`config.mk`:
```
export PLATFORM = sky130hd
export DESIGN_NAME = pmu_indirect_bank
export DESIGN_NICKNAME = d
export VERILOG_FILES = /design/src/rtl/pmu_pkg.sv /design/src/rtl/pmu_sel_reg.sv /design/src/rtl/pmu_evt_ctr.sv /design/src/rtl/pmu_cyc_ctr.sv /design/src/rtl/pmu_indirect_bank.sv
export SDC_FILE = /design/constraint.sdc
export NUM_CORES = 1
export LEC_CHECK = 0
export BUFFER_PORTS_ARGS = -buffer_cell sky130_fd_sc_hd__buf_2
export CAP_MARGIN = 20
export CORE_ASPECT_RATIO = 2
export CORE_MARGIN = 10
export CORE_UTILIZATION = 55
export CTS_BUF_LIST = sky130_fd_sc_hd__clkbuf_8
export CTS_CLUSTER_SIZE = 16
export DETAILED_ROUTE_END_ITERATION = 7
export PLACE_DENSITY = 0.73
export SLEW_MARGIN = 20
export SYNTH_ARGS = -nofsm -noshare
export SYNTH_HDL_FRONTEND = slang
export SYNTH_SLANG_ARGS = --single-unit
```
`constraint.sdc`:
```
create_clock -name clk -period 6.62 [get_ports clk]
set_input_delay 1.324 -clock clk [delete_from_list [all_inputs] [get_ports clk]]
set_output_delay 1.324 -clock clk [all_outputs]
set_load 0.05 [all_outputs]
```
`src/rtl/pmu_pkg.sv`:
```
package pmu_pkg;
  localparam int DATA_W = 32;
  localparam int SEL_W  = 5;
  localparam logic [SEL_W-1:0] CYC_IDX = 5'd31;

  typedef enum logic [1:0] {
    RA_SEL   = 2'd0,
    RA_TYPE  = 2'd1,
    RA_COUNT = 2'd2,
    RA_SPARE = 2'd3
  } reg_addr_e;
endpackage

```
`src/rtl/pmu_sel_reg.sv`:
```
module pmu_sel_reg
  import pmu_pkg::*;
(
  input  logic             clk,
  input  logic             rst_n,
  input  logic             load,
  input  logic [SEL_W-1:0] din,
  output logic [SEL_W-1:0] sel
);
  always_ff @(posedge clk) begin
    if (!rst_n)    sel <= '0;
    else if (load) sel <= din;
  end
endmodule

```
`src/rtl/pmu_evt_ctr.sv`:
```
module pmu_evt_ctr #(
  parameter int NUM_EVT = 8,
  parameter int EVT_W   = 8,
  parameter int CNT_W   = 32
) (
  input  logic               clk,
  input  logic               rst_n,
  input  logic               wr_type,
  input  logic               wr_cnt,
  input  logic [31:0]        wdata,
  input  logic [NUM_EVT-1:0] evt_in,
  output logic [EVT_W-1:0]   type_q,
  output logic [CNT_W-1:0]   cnt_q
);
  localparam int IDX_W = (NUM_EVT > 1) ? $clog2(NUM_EVT) : 1;

  logic in_range;
  logic hit;

  assign in_range = (type_q < EVT_W'(NUM_EVT));
  assign hit      = in_range && evt_in[type_q[IDX_W-1:0]];

  always_ff @(posedge clk) begin
    if (!rst_n)       type_q <= '0;
    else if (wr_type) type_q <= wdata[EVT_W-1:0];
  end

  always_ff @(posedge clk) begin
    if (!rst_n)      cnt_q <= '0;
    else if (wr_cnt) cnt_q <= wdata[CNT_W-1:0];
    else if (hit)    cnt_q <= cnt_q + CNT_W'(1);
  end
endmodule

```
`src/rtl/pmu_cyc_ctr.sv`:
```
module pmu_cyc_ctr #(
  parameter int CNT_W = 32,
  parameter int FLT_W = 4
) (
  input  logic             clk,
  input  logic             rst_n,
  input  logic             wr_flt,
  input  logic             wr_cnt,
  input  logic [31:0]      wdata,
  input  logic             tick,
  output logic [FLT_W-1:0] flt_q,
  output logic [CNT_W-1:0] cnt_q
);
  logic run;
  assign run = tick && !flt_q[0];

  always_ff @(posedge clk) begin
    if (!rst_n)      flt_q <= '0;
    else if (wr_flt) flt_q <= wdata[FLT_W-1:0];
  end

  always_ff @(posedge clk) begin
    if (!rst_n)      cnt_q <= '0;
    else if (wr_cnt) cnt_q <= wdata[CNT_W-1:0];
    else if (run)    cnt_q <= cnt_q + CNT_W'(1);
  end
endmodule

```
`src/rtl/pmu_indirect_bank.sv`:
```
module pmu_indirect_bank
  import pmu_pkg::*;
#(
  parameter int NUM_CNT = 4,
  parameter int NUM_EVT = 8,
  parameter int EVT_W   = 8,
  parameter int CNT_W   = 32,
  parameter int FLT_W   = 4
) (
  input  logic               clk,
  input  logic               rst_n,
  input  logic [1:0]         reg_addr,
  input  logic               reg_wr,
  input  logic [31:0]        reg_wdata,
  output logic [31:0]        reg_rdata,
  input  logic [NUM_EVT-1:0] evt_in,
  input  logic               cyc_tick
);
  logic [SEL_W-1:0] sel_q;
  logic             wr_sel, wr_type, wr_cnt;
  logic             sel_cyc;

  logic [EVT_W-1:0] type_arr [NUM_CNT];
  logic [CNT_W-1:0] cnt_arr  [NUM_CNT];
  logic [FLT_W-1:0] cyc_flt_q;
  logic [CNT_W-1:0] cyc_cnt_q;

  logic [DATA_W-1:0] type_rd, cnt_rd;

  assign wr_sel  = reg_wr && (reg_addr == RA_SEL);
  assign wr_type = reg_wr && (reg_addr == RA_TYPE);
  assign wr_cnt  = reg_wr && (reg_addr == RA_COUNT);
  assign sel_cyc = (sel_q == CYC_IDX);

  pmu_sel_reg u_sel (
    .clk  (clk),
    .rst_n(rst_n),
    .load (wr_sel),
    .din  (reg_wdata[SEL_W-1:0]),
    .sel  (sel_q)
  );

  for (genvar n = 0; n < NUM_CNT; n++) begin : g_evt
    logic pick;
    assign pick = (sel_q == SEL_W'(n));
    pmu_evt_ctr #(.NUM_EVT(NUM_EVT), .EVT_W(EVT_W), .CNT_W(CNT_W)) u_ctr (
      .clk    (clk),
      .rst_n  (rst_n),
      .wr_type(wr_type && pick),
      .wr_cnt (wr_cnt && pick),
      .wdata  (reg_wdata),
      .evt_in (evt_in),
      .type_q (type_arr[n]),
      .cnt_q  (cnt_arr[n])
    );
  end

  pmu_cyc_ctr #(.CNT_W(CNT_W), .FLT_W(FLT_W)) u_cyc (
    .clk   (clk),
    .rst_n (rst_n),
    .wr_flt(wr_type && sel_cyc),
    .wr_cnt(wr_cnt && sel_cyc),
    .wdata (reg_wdata),
    .tick  (cyc_tick),
    .flt_q (cyc_flt_q),
    .cnt_q (cyc_cnt_q)
  );

  always_comb begin
    type_rd = '0;
    cnt_rd  = '0;
    if (sel_cyc) begin
      type_rd = DATA_W'(cyc_flt_q);
      cnt_rd  = DATA_W'(cyc_cnt_q);
    end else begin
      for (int i = 0; i < NUM_CNT; i++) begin
        if (sel_q == SEL_W'(i)) begin
          type_rd = DATA_W'(type_arr[i]);
          cnt_rd  = DATA_W'(cnt_arr[i]);
        end
      end
    end
  end

  always_comb begin
    unique case (reg_addr)
      RA_SEL:   reg_rdata = DATA_W'(sel_q);
      RA_TYPE:  reg_rdata = type_rd;
      RA_COUNT: reg_rdata = cnt_rd;
      default:  reg_rdata = '0;
    endcase
  end
endmodule

```
Yosys cells after proc, flatten, opt, wreduce, memory -nomap -nowiden. Cells that the tools add are included.

$lt $le $gt $ge: 8. Reductions and logical operators: 26. Add/subtract/negate cells: 5. Equal/unequal tests: 6. Multiplexer cells: 29.

Operators with widths (number): $mux 32 (19); $add 32x1->32 const B (5); $pmux 32 s3 (1); $lt 8x4->1 const B (4); $logic_and 1x1->1 (18); $lt 3x4->1 const B (4); $bmux 1 s3 (4); $eq 5x2->1 const B (2); $reduce_bool 2->1 (5); $mux 8 (1); $eq 5x1->1 const B (1); $eq 5x5->1 const B (1); $logic_not 5->1 (1); $mux 1 (4); $eq 2x1->1 const B (1); $eq 2x2->1 const B (1); $logic_not 2->1 (1); $logic_not 1->1 (1).

Register bits after elaboration: 201. Bits of input ports: 46. Word-level logic and storage cells: 85. Output and inout bits: 32.

Logic depth before layout (Yosys ltp).
Depth in word-level cells: 7. Gate-level depth with buffers: 9.

Cells and area by module. From an unflattened synthesis, not the netlist that was laid out.

Cell total of the unflattened synthesis: 1438. Area, all modules: 12314.3 µm².

By module, submodules not included: pmu_evt_ctr (cells each 250, instances 4, area an instance 2134.5 µm², seq. area each 800.8 µm²); pmu_cyc_ctr (cells each 219, instances 1, area an instance 1869.3 µm², seq. area each 720.7 µm²); pmu_indirect_bank (cells each 203, instances 1, area an instance 1714.1 µm², seq. area each 0.0 µm²); pmu_sel_reg (cells each 16, instances 1, area an instance 192.7 µm², seq. area each 100.1 µm²).

Worst setup path after synthesis. OpenSTA, ideal clock, no wires.

Path kind: input port to output port. From: in reg_addr[0]. To: out reg_rdata[5]. Data required time: 5296 ps. Arrival time: 2925 ps. Path slack: 2371 ps. Path buffers: 2. Cell stages on the path: 4. Cell sequence: clkbuf_1 nand2b_1 clkbuf_1 o21ai_0.

Longest elaborated chain between the ends: 2.

RTL lines: start: declaration (RTL line pmu_indirect_bank.sv:12) `input logic [1:0] reg_addr,`; $eq 2x2->1 (tied with other cells) (RTL line pmu_indirect_bank.sv:86) `unique case (reg_addr)`; $pmux 32 s3 (*) (RTL line pmu_indirect_bank.sv:86); end: declaration (RTL line pmu_indirect_bank.sv:15) `output logic [31:0] reg_rdata,`.

Mark *: on every way between the ends. The rest lies on a longest branch, timed or not.

Worst setup path in the final report.
From: reg u_sel.sel[1]. To: out reg_rdata[12].

Longest elaborated chain between the ends: 7.

RTL lines: start: declaration (RTL line pmu_sel_reg.sv:8) `output logic [SEL_W-1:0] sel`; start signal: assignment (RTL line pmu_sel_reg.sv:12) `else if (load) sel <= din;`; $logic_not 5->1 (RTL line pmu_indirect_bank.sv:77) `if (sel_q == SEL_W'(i)) begin`; $mux 32 (4 in a row) (RTL line pmu_indirect_bank.sv:77); $mux 32 (RTL line pmu_indirect_bank.sv:72) `if (sel_cyc) begin`; $pmux 32 s3 (*) (RTL line pmu_indirect_bank.sv:86).

Marked as above.

==> flow_summary.yaml <==
detailed_routing:
  route.antenna.remaining_nets: 0
  total_vias_in_the_final_route: 11500
  detail_route.vias_per_cell: 6.51
  first_pass_iters: 8
  detail_route.drc_violations: 0
  post_drt_wl_per_cell_um: 22.6
  drt-total-wl_um: 39800
  dr.first_iter.drc_count: 1080
global_routing:
  grt_pass1_wl_um: 60300
  grt.met1_usage: 0.254
  antenna_found_initial: 0
  grt-ovfl-total: 0
  grt.met3_usage: 0.0303
  combined_global_route_utilization_of_all_metal_layers: 0.278
  global_route.usage.met2: 0.495
  maximum_number_of_pins_on_one_net_before_global_route_repair: 78
  globalRoute.busiestLayer: "met2"
  grt_pass1_vias: 11200
cells_and_area:
  top_library_cells_by_usage_in_the_layout_fill_and_taps_aside: "200 x sky130_fd_sc_hd__dfxtp_1, 183 x sky130_fd_sc_hd__o21ai_0, 142 x sky130_fd_sc_hd__a21oi_1"
  syn_to_final_growth_pct: 9.06
  post_layout_util: 0.609
  layout.cells.most_common: "sky130_fd_sc_hd__dfxtp_1"
  final_layout_size_suffix_gt1_frac: 0.113
  layout.cell_area.non_filler_um2: 12700
  n_antenna_cell: 0
  finalNetCount: 1521
worst_hold_path:
  min_path_cells: 2
  hp-class: "reg -> reg"
floorplan:
  rows: 75
  design.die.area_um2: 27800
  die-height_um: 226
  num_io_pins: 78
  die-width_um: 123
  fp.coreArea_um2: 20900
  initial_core_utilization: 0.558
worst_setup_path:
  criticalPathCategory: "reg -> out"
  worst_setup_path_end_kind: "primary output"
  cp.required_ns: 5.30
  arrival_ns: 3.24
  critPathMaxFanout: 45
  reg2reg_depth: 6
  worst_setup_path_start_kind: "register"
  r2r_setup_slk_ns: 3.31
synth:
  synthesis.area_um2: 11700
  synth.yosys.warnings: 0
  syn-instance-count: 1455
  syn_avg_cell_area_um2: 8.03
  synth.lib_cells_used.distinct: 53
  postSynthNetCount: 1506
  synth_seq_area_share: 0.344
  ys_seq_elements: 201
timing:
  unrepaired_setup_endpoints_after_global_routing: "no"
  final.min_clock_period_ns: 4.56
  finalSetupViolations: 0
  setup-tns-final_ns: 0
  clock.fmax_ghz: 0.219
  finalClockSkew_ns: 0.0300
  max_slew.worst_pin.slew_ns: 0.994
  hold_viol_final: 0
  finalCritPeriodShare: 0.689
  max_slew_violation_count: 0
  slew_headroom: 0.320
placement:
  post-dp-hpwl_um: 29000
  post_dp_cell_area_um2: 12100
  finalWeightedCongestion: 0.934
  port_buffers: 77
power:
  total_leakage_power_uw: 0.00412
  p_comb_frac: 0.108
  power.switching_fraction: 0.283
  p_sw_uw: 737
  clock_power_share: 0.406
  power_report.internal_total_uw: 1870
  part_of_the_total_power_dissipated_in_sequential_elements: 0.486
  max-vdd-ir-drop_mv: 0.179
  power-per-cell-area_nw_per_um2: 204
clock_network:
  cts.hold.buffers_added: 0
  clock_tree.buffer_depth: 3
  clk_pin_slew_worst_paths_ns: 0.06
  cts_resized: 0
  clockRootBuffer: "sky130_fd_sc_hd__clkbuf_8"
  postCtsSetupBuffers: 0
  cts_inserted_buffers: 30
  clock_tree.htree_level_count: 1
  clock-sinks: 201
  clock_insertion_delay_worst_skew_ns: 0.61
  clock_tree_from_tritoncts: "yes"
run_status:
  outcome: "finished, final reports clean"
job:
  timing.max_cap.violations: 0
==> layer usage <==
metal	part of all wire	wire, um
met1	0.32	12800
met2	0.51	20400
met3	0.044	1770
met4	0.12	4860
met5	0	0
==> cell usage after synthesis (all sizes together) <==
library cell / instances / area share
nand2b: 2 / 0.0011
nor2b: 11 / 0.0059
a211oi: 14 / 0.0094
a2111oi: 2 / 0.0015
nand3b: 3 / 0.0022
nand2: 89 / 0.029
o21ai: 183 / 0.078
or4: 7 / 0.0045
xnor2: 103 / 0.077
nand3: 70 / 0.030
buf: 16 / 0.0065
dfxtp: 201 / 0.34
and3: 7 / 0.0037
a311o: 1 / 0.00086
o211ai: 1 / 0.00064
and2: 6 / 0.0033
inv: 31 / 0.010
o31ai: 1 / 0.00064
mux2: 2 / 0.0019
or2: 1 / 0.00054
a31oi: 7 / 0.0037
o22ai: 4 / 0.0021
mux4: 17 / 0.033
a22oi: 15 / 0.0096
nor3: 52 / 0.023
a22o: 1 / 0.00075
or3: 6 / 0.0032
nand4: 48 / 0.026
a222oi: 23 / 0.020
nor4: 18 / 0.013
a311oi: 2 / 0.0015
clkbuf: 88 / 0.029
o2bb2ai: 1 / 0.00075
xor2: 46 / 0.034
a21oi: 142 / 0.061
ha: 5 / 0.0054
nor2: 134 / 0.043
and2b: 1 / 0.00075
and4: 11 / 0.0082
a2bb2oi: 1 / 0.00075
mux2i: 82 / 0.070
==> worst paths after layout <==
path | from | end
worst min-delay path | u_cyc.flt_q[1]$_SDFFE_PN0P_ | u_cyc.flt_q[1]$_SDFFE_PN0P_
worst max-delay path | u_sel.sel[1]$_SDFFE_PN0P_ | reg_rdata[12]
worst min register to register | u_cyc.flt_q[1]$_SDFFE_PN0P_ | u_cyc.flt_q[1]$_SDFFE_PN0P_
worst max register to register | g_evt[2].u_ctr.type_q[3]$_SDFFE_PN0P_ | g_evt[2].u_ctr.cnt_q[24]$_SDFFE_PN0P_
==> through the flow <==
stage	worst slack [ns]	power (uW)	instances	hold WS, ns
floorplan	2.37	1460	1455	0.464
global placement	2.23	1560	1707	0.484
detailed placement	2.03	1560	1707	0.489
CTS	2.19	2610	1761	0.505
global route	1.97	2690	1761	0.551
finish	2.06	2600	1761	0.500
==> flip-flops by register name, summed over array words and instances (netlist names) <==
name,cells
g_evt.u_ctr.cnt_q,128
u_cyc.cnt_q,32
u_cyc.flt_q,4
g_evt.u_ctr.type_q,32
u_sel.sel,5
==> cell type report <==
class / count / area, um2
Multi-Input combinational cell: 1119 / 7180
Fill cell: 1928 / 8190
Timing Repair Buffer: 87 / 463
Clock buffer: 41 / 564
Clock inverter: 13 / 58.8
Sequential cell: 201 / 4030
Inverter: 31 / 116
Tap cell: 269 / 337
==> critical path, cell delays in order (launching register included) <==
cell and delay (ns):
sky130_fd_sc_hd__dfxtp_2 0.38, sky130_fd_sc_hd__buf_4 0.67, sky130_fd_sc_hd__mux2i_1 0.55, sky130_fd_sc_hd__o21ai_0 0.27
sky130_fd_sc_hd__a222oi_1 0.34, sky130_fd_sc_hd__nor2_1 0.07, sky130_fd_sc_hd__buf_2 0.25
==> power by group through the flow <==
stage	clock [uW]	combinational (uW)	sequential, uW
6_report	1060	281	1270
5_1_grt	1120	296	1270
4_1_cts	1070	273	1260
3_5_place_dp	0	271	1290
3_3_place_gp	0	267	1290
2_1_floorplan	0	176	1280
==> logic make-up after synthesis <==
group | synth area share
flops | 0.344
compound gates | 0.191
simple gates | 0.196
mux | 0.105
fa+ha+maj | 0.00536
buf+inv | 0.0456
xor+xnor | 0.112
Note: power is estimated with default switching activity, not from simulation.
